--- src/rtl/i2cbs_pkg.sv ---
package i2cbs_pkg;
   typedef enum logic [0:0] {
      PACK_NORMAL = 1'b0,
      PACK_ALT    = 1'b1
   } pack_e;

   localparam int unsigned DEF_DATA_W  = 8;
   localparam int unsigned DEF_DLY_MAX = 8;
endpackage

--- src/rtl/i2cbs_tx_seq.sv ---
module i2cbs_tx_seq #(
   parameter int unsigned DATA_W = 8,
   localparam int unsigned WORD_W = DATA_W + 1,
   localparam int unsigned IDX_W  = $clog2(WORD_W + 1)
) (
   input  logic              clk,
   input  logic              rst_n,
   input  logic              load_go,
   input  logic              fall_go,
   input  logic [WORD_W-1:0] tx_word,
   output logic              tx_bit
);
   logic [WORD_W-1:0] word_q;
   logic [IDX_W-1:0]  idx_q;
   logic [IDX_W-1:0]  pick;

   always_ff @(posedge clk or negedge rst_n) begin
      if (!rst_n) begin
         word_q <= '1;
         idx_q  <= '0;
      end else if (load_go) begin
         word_q <= tx_word;
         idx_q  <= '0;
      end else if (fall_go && (idx_q < IDX_W'(DATA_W))) begin
         idx_q <= idx_q + 1'b1;
      end
   end

   // data bits MSB first, then the acknowledge bit at the top
   always_comb begin
      if (idx_q < IDX_W'(DATA_W)) pick = IDX_W'(DATA_W - 1) - idx_q;
      else                        pick = IDX_W'(DATA_W);
      tx_bit = word_q[pick];
   end
endmodule

--- src/rtl/i2cbs_rx_pack.sv ---
module i2cbs_rx_pack
   import i2cbs_pkg::*;
#(
   parameter int unsigned DATA_W = 8,
   parameter bit          ALT_EN = 1'b1,
   localparam int unsigned WORD_W = DATA_W + 1,
   localparam int unsigned CNT_W  = $clog2(WORD_W)
) (
   input  logic              clk,
   input  logic              rst_n,
   input  logic              clear,
   input  logic              sample,
   input  logic              sda_in,
   input  pack_e             layout,
   input  logic              clk_phase,
   output logic              last,
   output logic [WORD_W-1:0] rx_word,
   output logic              byte_done
);
   logic [DATA_W-1:0] sh_q;
   logic [CNT_W-1:0]  cnt_q;
   logic [WORD_W-1:0] full;
   logic [WORD_W-1:0] norm_w;
   logic [WORD_W-1:0] pack_w;

   assign last   = sample && (cnt_q == CNT_W'(DATA_W));
   assign full   = {sh_q, sda_in};              // full[WORD_W-1] is the first bit
   assign norm_w = {full[0], full[WORD_W-1:1]};

   generate
      if (ALT_EN) begin : g_alt
         logic [WORD_W-1:0] alt_w;
         assign alt_w  = {full[1], full[0], full[WORD_W-1:2]};
         assign pack_w = (layout == PACK_ALT && !clk_phase) ? alt_w : norm_w;
      end else begin : g_norm
         assign pack_w = norm_w;
      end
   endgenerate

   always_ff @(posedge clk or negedge rst_n) begin
      if (!rst_n) begin
         sh_q      <= '0;
         cnt_q     <= '0;
         rx_word   <= '0;
         byte_done <= 1'b0;
      end else begin
         byte_done <= last;
         if (clear) begin
            cnt_q <= '0;
         end else if (sample) begin
            sh_q  <= {sh_q[DATA_W-2:0], sda_in};
            cnt_q <= last ? '0 : cnt_q + 1'b1;
         end
         if (last) rx_word <= pack_w;
      end
   end
endmodule

--- src/rtl/i2cbs_sda_delay.sv ---
module i2cbs_sda_delay #(
   parameter int unsigned DLY_MAX = 8,
   localparam int unsigned SEL_W  = $clog2(DLY_MAX)
) (
   input  logic             clk,
   input  logic             rst_n,
   input  logic             lvl_in,
   input  logic [SEL_W-1:0] sel,
   output logic             lvl_out
);
   logic [DLY_MAX-1:0] pipe_q;

   generate
      for (genvar g = 0; g < DLY_MAX; g++) begin : g_stage
         always_ff @(posedge clk or negedge rst_n) begin
            if (!rst_n)      pipe_q[g] <= 1'b1;
            else if (g == 0) pipe_q[g] <= lvl_in;
            else             pipe_q[g] <= pipe_q[(g == 0) ? 0 : g - 1];
         end
      end
   endgenerate

   // sel s > 0 taps stage s, which lags by s+1 clocks
   assign lvl_out = (sel == '0) ? lvl_in : pipe_q[sel];
endmodule

--- src/rtl/i2c_byte_shifter.sv ---
module i2c_byte_shifter
   import i2cbs_pkg::*;
#(
   parameter int unsigned DATA_W  = DEF_DATA_W,
   parameter int unsigned DLY_MAX = DEF_DLY_MAX,
   parameter bit          ALT_EN  = 1'b1,
   localparam int unsigned WORD_W = DATA_W + 1,
   localparam int unsigned SEL_W  = $clog2(DLY_MAX)
) (
   input  logic              clk,
   input  logic              rst_n,
   input  logic              chan_en,
   input  logic              idle_lvl,
   input  logic              load,
   input  logic [WORD_W-1:0] tx_word,
   input  logic              scl_rise,
   input  logic              scl_fall,
   input  logic              sda_in,
   input  logic              alt_pack,
   input  logic              clk_phase,
   input  logic [SEL_W-1:0]  dly_sel,
   input  logic              sda_off,
   output logic              sda_oe,
   output logic [WORD_W-1:0] rx_word,
   output logic              byte_done
);
   generate
      if (DATA_W < 2) begin : g_bad_width
         $error("DATA_W must be at least 2");
      end
      if (DLY_MAX < 2 || (1 << SEL_W) != DLY_MAX) begin : g_bad_dly
         $error("DLY_MAX must be a power of two, at least 2");
      end
   endgenerate

   logic  rx_busy_q;
   logic  tx_hold_q;
   logic  idle_q;
   logic  load_go;
   logic  last;
   logic  tx_bit;
   logic  raw_lvl;
   logic  dly_lvl;
   pack_e layout;

   assign load_go = load && chan_en;
   assign layout  = pack_e'(alt_pack);

   always_ff @(posedge clk or negedge rst_n) begin
      if (!rst_n) begin
         rx_busy_q <= 1'b0;
         tx_hold_q <= 1'b0;
         idle_q    <= 1'b1;
      end else begin
         if (!chan_en) idle_q <= idle_lvl;
         if (load_go)   rx_busy_q <= 1'b1;
         else if (last) rx_busy_q <= 1'b0;
         // keep the acknowledge bit until the falling edge after the ninth clock
         if (load_go)                     tx_hold_q <= 1'b1;
         else if (scl_fall && !rx_busy_q) tx_hold_q <= 1'b0;
      end
   end

   i2cbs_tx_seq #(.DATA_W(DATA_W)) u_tx (
      .clk     (clk),
      .rst_n   (rst_n),
      .load_go (load_go),
      .fall_go (scl_fall && tx_hold_q),
      .tx_word (tx_word),
      .tx_bit  (tx_bit)
   );

   i2cbs_rx_pack #(.DATA_W(DATA_W), .ALT_EN(ALT_EN)) u_rx (
      .clk       (clk),
      .rst_n     (rst_n),
      .clear     (load_go),
      .sample    (scl_rise && rx_busy_q && !load_go),
      .sda_in    (sda_in),
      .layout    (layout),
      .clk_phase (clk_phase),
      .last      (last),
      .rx_word   (rx_word),
      .byte_done (byte_done)
   );

   assign raw_lvl = tx_hold_q ? tx_bit : idle_q;

   i2cbs_sda_delay #(.DLY_MAX(DLY_MAX)) u_dly (
      .clk     (clk),
      .rst_n   (rst_n),
      .lvl_in  (raw_lvl),
      .sel     (dly_sel),
      .lvl_out (dly_lvl)
   );

   assign sda_oe = !sda_off && !dly_lvl;
endmodule

--- config.mk ---
export PLATFORM = sky130hd
export DESIGN_NAME = i2c_byte_shifter
export DESIGN_NICKNAME = d
export VERILOG_FILES = /design/src/rtl/i2cbs_pkg.sv /design/src/rtl/i2cbs_tx_seq.sv /design/src/rtl/i2cbs_rx_pack.sv /design/src/rtl/i2cbs_sda_delay.sv /design/src/rtl/i2c_byte_shifter.sv
export SDC_FILE = /design/constraint.sdc
export NUM_CORES = 1
export LEC_CHECK = 0
export CORE_ASPECT_RATIO = 1.4
export CORE_MARGIN = 2
export CORE_UTILIZATION = 50
export DETAILED_ROUTE_END_ITERATION = 7
export PLACE_DENSITY = 0.81
export SLEW_MARGIN = 0
export SYNTH_ARGS = -nofsm -noshare
export SYNTH_HDL_FRONTEND = slang
export SYNTH_SLANG_ARGS = --single-unit
--- constraint.sdc ---
create_clock -name clk -period 3.9 [get_ports clk]
set_clock_uncertainty 0.15 [all_clocks]
set_input_delay 1.17 -clock clk [delete_from_list [all_inputs] [get_ports clk]]
set_output_delay 1.17 -clock clk [all_outputs]
set_load 0.05 [all_outputs]
==> results.md <==
- Mapped Nets: 205
- Fill cell count: 323
- Netlist cell types: 33
- Final worst-path cycle share: 98.5%
- First-pass GRT wire length: 6.42 mm
- Endpoints failing hold: 0
- Antenna-violating nets left: 0
- Starting Density: 51.5%
- Placed cells: 253
- H-tree levels: 2
- RSZ-0062 raised after global routing: no
- Ys Warns: 0
- Most common cell after layout, fill and taps aside: nand2_1
- FF+latch count, synth: 46
- CTS tree: yes
- Status: complete, no violations
- Die H: 78.8 µm
- Highest net fanout along the worst path: 2
- I/O Buffers: 33
- Slew at the pin with the worst max-slew slack: 0.951 ns
- Worst setup EP type: primary output
- CTS Root Buffer Type: clkbuf_8
- Postcts setup bufs: 0
- Total power: 1.42 mW
- Vias in the first global route: 1515
- Area contributors post-synth: dfrtp_1 (35%), dfstp_2 (24%), nand2_1 (6.6%)
- GR Overflow Total: 0
- Layout cells sized above 1: 22.0%
- Startpoint Class: primary input
- Synth Area per Inst: 11.2 µm²
- Rows: 27
- Largest net degree at the start of global routing: 47
- Lkg Pwr: 1.14 nW
- Clk_lat worst skew: 0.29 ns
- GPL Wtd Cong: 0.727
- Slew headroom: 36.6%
- Cell Area, Synth: 2000 µm²
- Min-delay worst type: reg -> reg
- Register area share after synthesis: 58.7%
- CTS sink cnt: 46
- Total of max-cap violations: 0
- CP Buf/Inv Count: 2
- Avg WL per Cell: 14.1 µm
- Core Area: 3880 µm²
- Clk buf depth: 2
- Pre-CTS setup slack: -0.491 ns
- NumNets Final: 243
- First-pass detailed-route iteration total: 4
- Critical path's slowest cell: clkdlybuf4s50_1
- Largest area contributor in the netlist: dfrtp_1
- Worst path max stage delay: 0.42 ns
- Share of the synthesized area in the top cell type: 35.0%
- Die width: 57.4 µm
- Layout Utilization: 64.9%
- Cell area power density: 565 nW/µm²
- Clk slew on worst S/H paths: 0.08 ns
- Area grow syn2layout: 26.1%
- Cell family with most CP delay: simple AND/OR/NAND/NOR gates
- Crit-path cells: clkdlybuf4s50_1, or3_4, nor3_4, nor4_4, o31a_1, buf_12
- Ports: 34
- Fmax: 0.260 GHz
- Fin cells: 261
- Period minus WS final: 3.84 ns
- Via count: 1425
- WP data required: 2.58 ns
- CTS Buf Count: 5
- Tot GR Track Use: 18.6%
- Die area: 4530 µm²
- Most frequent cells in the layout: nand2_1 (35), clkdlybuf4s50_1 (29), dfrtp_1 (28)
- Initial antenna violation count: 0
- Final Setup Violations: 0
- Post-route DRC violation count: 0
- Worst setup margin: 0.0584 ns
- DP Wirelength: 2.58 mm
- Arrival @ worst endpoint: 2.52 ns
- Final Max Tran Viols: 0
- CP Class: in -> out
- VDD IR max: 417 µV
- ANT cells: 0
- Total wire length: 3.68 mm
- Vias per Instance: 5.46
- First DRT Iteration DRCs: 48
- Post-Syn Instances: 179
## worst paths after layout
check,from,to,slack (ns),cells after the start
worst max-delay path,dly_sel[2],sda_oe,0.06,6
worst min-delay path,u_dly.pipe_q[0],u_dly.pipe_q[1],0.21,0
worst max register to register,rx_busy_q,u_rx.sh_q[2],2.24,3
worst min register to register,u_dly.pipe_q[0],u_dly.pipe_q[1],0.21,0
max in group asynchronous,rst_n,rx_busy_q,2.14,1
min in group asynchronous,rst_n,u_rx.cnt_q[3],0.88,1
## Yosys cell counts (all sizes together)
cell type and instances:
nor3b 1, and3b 1, dfstp 18, a211oi 1, o22ai 1, buf 5
o311a 1, o2111a 1, mux2 10, nand2b 1, mux2i 12, nor4 2
nor2 18, or3 1, nand2 35, and3 1, mux4 2, xor2 1
nor3 2, a31oi 1, a21oi 15, and2 3, nand3 3, inv 6
dfrtp 28, xnor2 1, ha 3, o31a 1, o21ai 4
## sequential cells by signal, summed over array words and instances (netlist names)
name,flops
idle_q,1
u_rx.byte_done,1
rx_busy_q,1
u_rx.sh_q,8
tx_hold_q,1
u_rx.cnt_q,4
u_tx.idx_q,4
u_tx.word_q,9
u_dly.pipe_q,8
u_rx.rx_word,9
## per-stage QoR
stage | instance area, µm² | TNS (ns) | hold WS, ns
2_1_floorplan | 2000 | 0 | 0.195
3_3_place_gp | 2390 | -0.411 | 0.197
3_5_place_dp | 2390 | -0.491 | 0.200
4_1_cts | 2520 | 0 | 0.212
5_1_grt | 2520 | 0 | 0.218
6_report | 2520 | 0 | 0.209
## worst reg2reg max path, cell delays in order (launching register included)
cell     delay (ns)
dfrtp_1        0.44
nand2_1        0.20
nor2_2         0.37
mux2_2         0.39
## timing repair
| action | 4_1_cts | 5_1_grt |
|---|---|---|
| endpoints found under the setup margin | 1 | 1 |
| hold buffers | 0 | 0 |
| endpoints found under the hold margin | 0 | 0 |
| resized for setup | 10 | 0 |
| pin swaps | 0 | 2 |
## layer usage
layer	vias up	part of all wire, %	GRT usage (%)	routed length (µm)
li1	685	-	-	-
met1	701	42	21.2	1530
met5	-	0	0	0
met3	7	4.8	5.70	178
met4	0	2.0	8.37	72
met2	32	52	31.5	1890
## area by class of cell
cell class	count	area, µm²	share of cell area (%)
flip-flops and latches	46	1170	46.6
clock inverters	1	30.0	1.19
clock buffers	7	76.3	3.03
repair buffers	36	354	14.0
multi-input cells	122	811	32.2
inverters	6	22.5	0.893
well taps	43	53.8	2.13
## cells by family (layout without fill, tap and decap cells)
kind of cell / after synthesis / in the layout / synth area share (%)
AND/OR/NAND/NOR: 68 / 68 / 15.1
flip-flops: 46 / 46 / 58.7
AO/OA/AOI/OAI: 25 / 25 / 7.26
multiplexers: 24 / 24 / 13.9
buffers and inverters: 11 / 50 / 2.25
adder cells (fa/ha/maj): 3 / 3 / 1.88
XOR/XNOR: 2 / 2 / 0.876
## power by group
part           internal [mW]  switching [mW]
Combinational          0.178           0.177
Sequential             0.631          0.0954
Clock                  0.192           0.149
(Power assumes the default switching activity.)
